### config.mk
export PLATFORM = sky130hd
export DESIGN_NAME = split_load_unit
export DESIGN_NICKNAME = d
export VERILOG_FILES = /design/src/rtl/split_load_unit.sv
export SDC_FILE = /design/constraint.sdc
export NUM_CORES = 1
export LEC_CHECK = 0
export BUFFER_PORTS_ARGS = -buffer_cell sky130_fd_sc_hd__buf_2
export CELL_PAD_IN_SITES_DETAIL_PLACEMENT = 1
export CELL_PAD_IN_SITES_GLOBAL_PLACEMENT = 1
export CORE_UTILIZATION = 38
export DETAILED_ROUTE_END_ITERATION = 10
export PLACE_DENSITY_LB_ADDON = 0.15
export SLEW_MARGIN = 20
export SYNTH_ARGS = -nofsm -noshare
export SYNTH_HDL_FRONTEND = slang
export SYNTH_SLANG_ARGS = --single-unit
### constraint.sdc
create_clock -name clk -period 1.65 [get_ports clk]
set_input_delay 0.0825 -clock clk [delete_from_list [all_inputs] [get_ports clk]]
set_output_delay 0.0825 -clock clk [all_outputs]
set_load 0.05 [all_outputs]
### src/rtl/split_load_unit.sv
module split_load_unit (
  input  logic        clk,
  input  logic        rst_n,
  input  logic        req_valid,
  output logic        req_ready,
  input  logic [15:0] req_addr,
  input  logic [1:0]  req_mode,
  output logic        mem_en,
  output logic [13:0] mem_addr,
  input  logic [31:0] mem_rdata,
  output logic        rsp_valid,
  output logic [31:0] rsp_data,
  output logic        rsp_fault,
  output logic [1:0]  rsp_count
);
  typedef enum logic [2:0] {S_IDLE, S_ONE, S_FIRST, S_SECOND, S_FLT} st_t;

  st_t         st, st_n;
  logic [13:0] word_q;
  logic [1:0]  off_q;
  logic [31:0] low_q;
  logic [31:0] joined;

  wire accept   = req_valid && req_ready;
  wire misal    = req_addr[1:0] != 2'b00;
  wire to_fault = misal && req_mode == 2'b01;
  wire to_split = misal && req_mode == 2'b00;

  assign req_ready = st == S_IDLE;
  assign mem_en    = (accept && !to_fault) || st == S_FIRST;
  assign mem_addr  = (st == S_FIRST) ? word_q + 14'd1 : req_addr[15:2];

  always_comb begin
    st_n = S_IDLE;
    case (st)
      S_IDLE:  if (accept) st_n = to_fault ? S_FLT : (to_split ? S_FIRST : S_ONE);
      S_FIRST: st_n = S_SECOND;
      default: st_n = S_IDLE;
    endcase
  end

  always_ff @(posedge clk or negedge rst_n) begin
    if (!rst_n) begin
      st     <= S_IDLE;
      word_q <= '0;
      off_q  <= '0;
      low_q  <= '0;
    end else begin
      st <= st_n;
      if (accept) begin
        word_q <= req_addr[15:2];
        off_q  <= req_addr[1:0];
      end
      if (st == S_FIRST) low_q <= mem_rdata;
    end
  end

  always_comb begin
    case (off_q)
      2'd1:    joined = {mem_rdata[7:0],  low_q[31:8]};
      2'd2:    joined = {mem_rdata[15:0], low_q[31:16]};
      2'd3:    joined = {mem_rdata[23:0], low_q[31:24]};
      default: joined = low_q;
    endcase
  end

  assign rsp_valid = st == S_ONE || st == S_SECOND || st == S_FLT;
  assign rsp_fault = st == S_FLT;
  assign rsp_count = (st == S_ONE) ? 2'd1 : (st == S_SECOND) ? 2'd2 : 2'd0;
  assign rsp_data  = (st == S_ONE) ? mem_rdata : (st == S_SECOND) ? joined : 32'd0;

  assert_reset_idle_R1: assert property (@(posedge clk) !rst_n |-> req_ready && !rsp_valid && !mem_en);
  assert_single_read_R2: assert property (@(posedge clk) disable iff (!rst_n)
    rsp_valid && rsp_count == 2'd1 |-> $past(mem_en) && !mem_en);
  assert_two_reads_R3: assert property (@(posedge clk) disable iff (!rst_n)
    rsp_valid && rsp_count == 2'd2 |-> $past(mem_en) && $past(mem_en, 2));
  assert_next_word_R8: assert property (@(posedge clk) disable iff (!rst_n)
    mem_en && $past(mem_en) |-> mem_addr == $past(mem_addr) + 14'd1);
  assert_fault_silent_R5: assert property (@(posedge clk) disable iff (!rst_n)
    rsp_valid && rsp_fault |-> !mem_en && $past(!mem_en) && rsp_data == 32'd0 && rsp_count == 2'd0);
  assert_pulse_R7: assert property (@(posedge clk) disable iff (!rst_n)
    rsp_valid |=> !rsp_valid);
  assert_busy_R7: assert property (@(posedge clk) disable iff (!rst_n)
    rsp_valid |-> !req_ready);
endmodule

==> parameters.txt <==
Parameter                              Value

Clock network
  Maximum root-to-sink buffer count ... 2
  Clock buffer count from CTS ... 5
  Clock slew at reported path FFs ... 0.10 ns
  Clock sink total ... 51
  Clock tree from TritonCTS ... built
  CTS H-Tree Depth ... 2
  Clock latency at the later pin of the worst-skew pair ... 0.32 ns
  Master cell of the clock root buffer ... sky130_fd_sc_hd__clkbuf_8

Synthesis
  Number of flops mapped to enable cells by yosys ... 0
  Cells after Synth ... 441
  Most numerous cell types in the synthesized netlist ... 171 x sky130_fd_sc_hd__nand2_1, 51 x sky130_fd_sc_hd__dfrtp_1, 44 x sky130_fd_sc_hd__o21ai_0
  Cell area after synthesis ... 3500 µm²
  Yosys reg bits ... 51
  Post-synthesis cell type with the largest combined area ... sky130_fd_sc_hd__dfrtp_1
  Number of distinct library cell variants in the gate-level netlist after synthesis ... 35
  Sequential fraction of the synthesis area ... 36.5%
  Post-synth ARST share ... 100%
  Primary FF master, synth ... sky130_fd_sc_hd__dfrtp_1
  Cell types with the largest area share after synthesis ... sky130_fd_sc_hd__dfrtp_1 36%, sky130_fd_sc_hd__nand2_1 18%, sky130_fd_sc_hd__mux2_2 8.0%
  Synth warn ... 0
  Mean instance size in the synthesized netlist ... 7.94 µm²
  Dominant cell by count in the synthesized netlist ... sky130_fd_sc_hd__nand2_1
  Total nets after synthesis ... 495
  Share of the synthesized area in the top cell type ... 36.5%

Floorplan
  Num ports ... 105
  Full die area ... 9600 µm²
  Standard cell core area ... 8810 µm²
  Die Span X ... 98.0 µm
  Height of the die ... 98.0 µm
  Initial Utilization ... 39.7%
  Core Rows ... 34

Setup path
  CP Launch Type ... register
  Reg-to-reg setup timing slack ... -0.10 ns
  Reg2Reg Launch Point ... st[0]
  Crit path max fanout ... 4
  Worst setup path endpoint ... mem_addr[12]
  Worst EP arrival ... 1.97 ns
  Required arrival time at the worst endpoint ... 1.57 ns
  End of the worst register-to-register path ... word_q[10]
  CP endpoint kind ... output port
  Number of cell instances on the worst register-to-register path ... 7
  Launching instance or port of the critical path ... word_q[1]
  WS Path Type ... reg2out

Placement
  GPL Wtd Cong ... 0.849
  Cell count after placement ... 649
  Worst slack at placement ... -0.0982 ns
  Post-DP HPWL ... 7860 µm
  Number of I/O port buffers ... 104
  Instance area at placement ... 4500 µm²

GRT
  Leftover overflow at the end of global routing ... 0
  Via count of the first global-routing pass ... 3884
  Overall routing resource usage ... 25.7%
  Maximum number of pins on one net before global-route repair ... 52
  First-pass GRT wire length ... 19500 µm
  Initial antenna violation count ... 2

Timing
  Period Utilization, post-route ... 124%
  Max_slew headroom ... 75.3%
  Max-slew violations ... 0
  Fmax ... 487 MHz
  Hold WS ... 0.00266 ns
  Setup repair after global routing missed its margin ... true
  Total count of hold-check failures in the final report ... 0
  Slew of the pin with the lowest slew margin ... 0.367 ns
  Time the worst path needs with I/O delays and setup ... 2.05 ns
  Worst path setup slack after routing ... -0.402 ns
  Final clock skew ... 0.00643 ns
  Number of setup violations in the final report ... 68

Routing
  Vias after detailed routing ... 4244
  Initial DRT Pass Iterations ... 8
  Detailed Route Iter0 Violations ... 233
  Wire length reported by the detailed router ... 19200 µm
  Routed WL per cell ... 26.9 µm
  DR vias/cell ... 5.96
  Number of nets still failing antenna checks after routing ... 0
  Number of remaining DRC errors ... 16

Finish
  Signed area change from the synthesized netlist to the final layout ... 80.1%
  Total area of sequential cells ... 1280 µm²
  Fill count ... 906
  Area of all placed cells without fillers ... 6300 µm²
  Fraction of final layout cells with drive strength greater than 1 ... 55.0%
  Final non-filler cell total ... 712
  Multi-input combinational cell area ... 2850 µm²
  Final net count ... 655

Outcome
  Failing checks ... DRC, setup timing
  Result of the run ... finished with violations

Hold path
  HP Class ... in2reg

Power
  Leakage ... 0.00309 µW
  Worst IR Drop VDD ... 0.00113 V
  Final total power ... 12800 µW
  Power density over the cells ... 2040 nW/µm²

Flow run
  Maximum Capacitance Violations ... 0
per-stage QoR:
step / TNS [ns] / utilization, %
2_1_floorplan: -5.91 / -
3_3_place_gp: -0.00361 / 51.1
3_5_place_dp: -0.682 / 51.1
4_1_cts: -8.71 / 59.9
5_1_grt: -16.36 / 71.5
6_report: -13.86 / 71.6
worst max-delay path, stage by stage, from the launching register on:
cell and delay (ns):
sky130_fd_sc_hd__dfrtp_1 0.45, sky130_fd_sc_hd__ha_4 0.19, sky130_fd_sc_hd__nand2_4 0.12, sky130_fd_sc_hd__nor4_4 0.43, sky130_fd_sc_hd__xnor2_2 0.13, sky130_fd_sc_hd__o21ai_4 0.15
sky130_fd_sc_hd__buf_6 0.18
layout by cell type, fill, tap and decap left out, drive strengths merged, types with 3 or more instances in the layout:
master / Yosys / routed
nor3: 4 / 4
nand3: 8 / 8
clkbuf: 9 / 17
xnor2: 9 / 9
a32o: 8 / 8
nor2: 16 / 16
inv: 3 / 3
nand2b: 9 / 9
a21oi: 8 / 8
mux2: 30 / 30
dfrtp: 51 / 51
o21ai: 56 / 56
dlygate4sd3: 0 / 11
mux2i: 24 / 24
buf: 20 / 162
nor4: 3 / 3
nand2: 171 / 171
logic make-up (layout without fill, tap and decap cells):
logic type | after synthesis | in the layout | share of synthesized area, %
AO/OA/AOI/OAI | 74 | 74 | 12.2
XOR/XNOR | 11 | 11 | 2.75
adder cells (fa/ha/maj) | 1 | 1 | 0.357
buffers and inverters | 33 | 194 | 4.93
flip-flops | 51 | 51 | 36.5
multiplexers | 54 | 54 | 17.1
other | 0 | 2 | 0
AND/OR/NAND/NOR | 217 | 217 | 26.2
state kept, by name (all words and copies together) (netlist names):
signal and cells:
word_q 14, st 3, off_q 2, low_q 32
power by group:
| part | switching (µW) | total, µW | internal (µW) | leakage, µW |
|---|---|---|---|---|
| logic | 5420 | 9440 | 4020 | 0.00242 |
| clock network | 466 | 851 | 385 | 0.0000515 |
| registers | 703 | 2550 | 1850 | 0.000617 |
layer usage:
| layer | share of wire, % | vias up | GRT usage, % | wire [µm] |
|---|---|---|---|---|
| met1 | 37 | 2144 | 30.8 | 7170 |
| met5 | 0 | - | 0 | 0 |
| met2 | 52 | 208 | 46.6 | 9960 |
| met4 | 5.1 | 0 | 8.97 | 969 |
| li1 | - | 1807 | - | - |
| met3 | 5.5 | 85 | 4.08 | 1060 |
worst min path at each step:
stage / start / end / slack, ns / depth (start not counted)
after global placement: rst_n / low_q[24] / 0.10 / 2
after floorplan: rst_n / low_q[0] / -0.21 / 0
after global routing: mem_rdata[24] / low_q[24] / 0.003 / 3
final: mem_rdata[24] / low_q[24] / 0.003 / 3
after CTS: mem_rdata[15] / low_q[15] / 0.002 / 3
after detailed placement: rst_n / low_q[24] / 0.1 / 2
timing repair:
item / 4_1_cts / 5_1_grt
buffers inserted: 9 / 20
gates resized for setup: 135 / 158
pin swaps: 7 / 44
endpoints found under the hold margin: 61 / 0
endpoints found under the setup margin: 49 / 51
hold buffers: 11 / 0
gates cloned: 2 / 11
area by class of cell:
cell class                 instances  area share, %
multi-input combinational        357           45.3
timing repair buffer             182           30.3
sequential                        51           20.3
tap                              108           2.14
clock buffer                       8           1.59
inverter                           4          0.318
antenna                            2         0.0794
(Power assumes the default switching activity.)
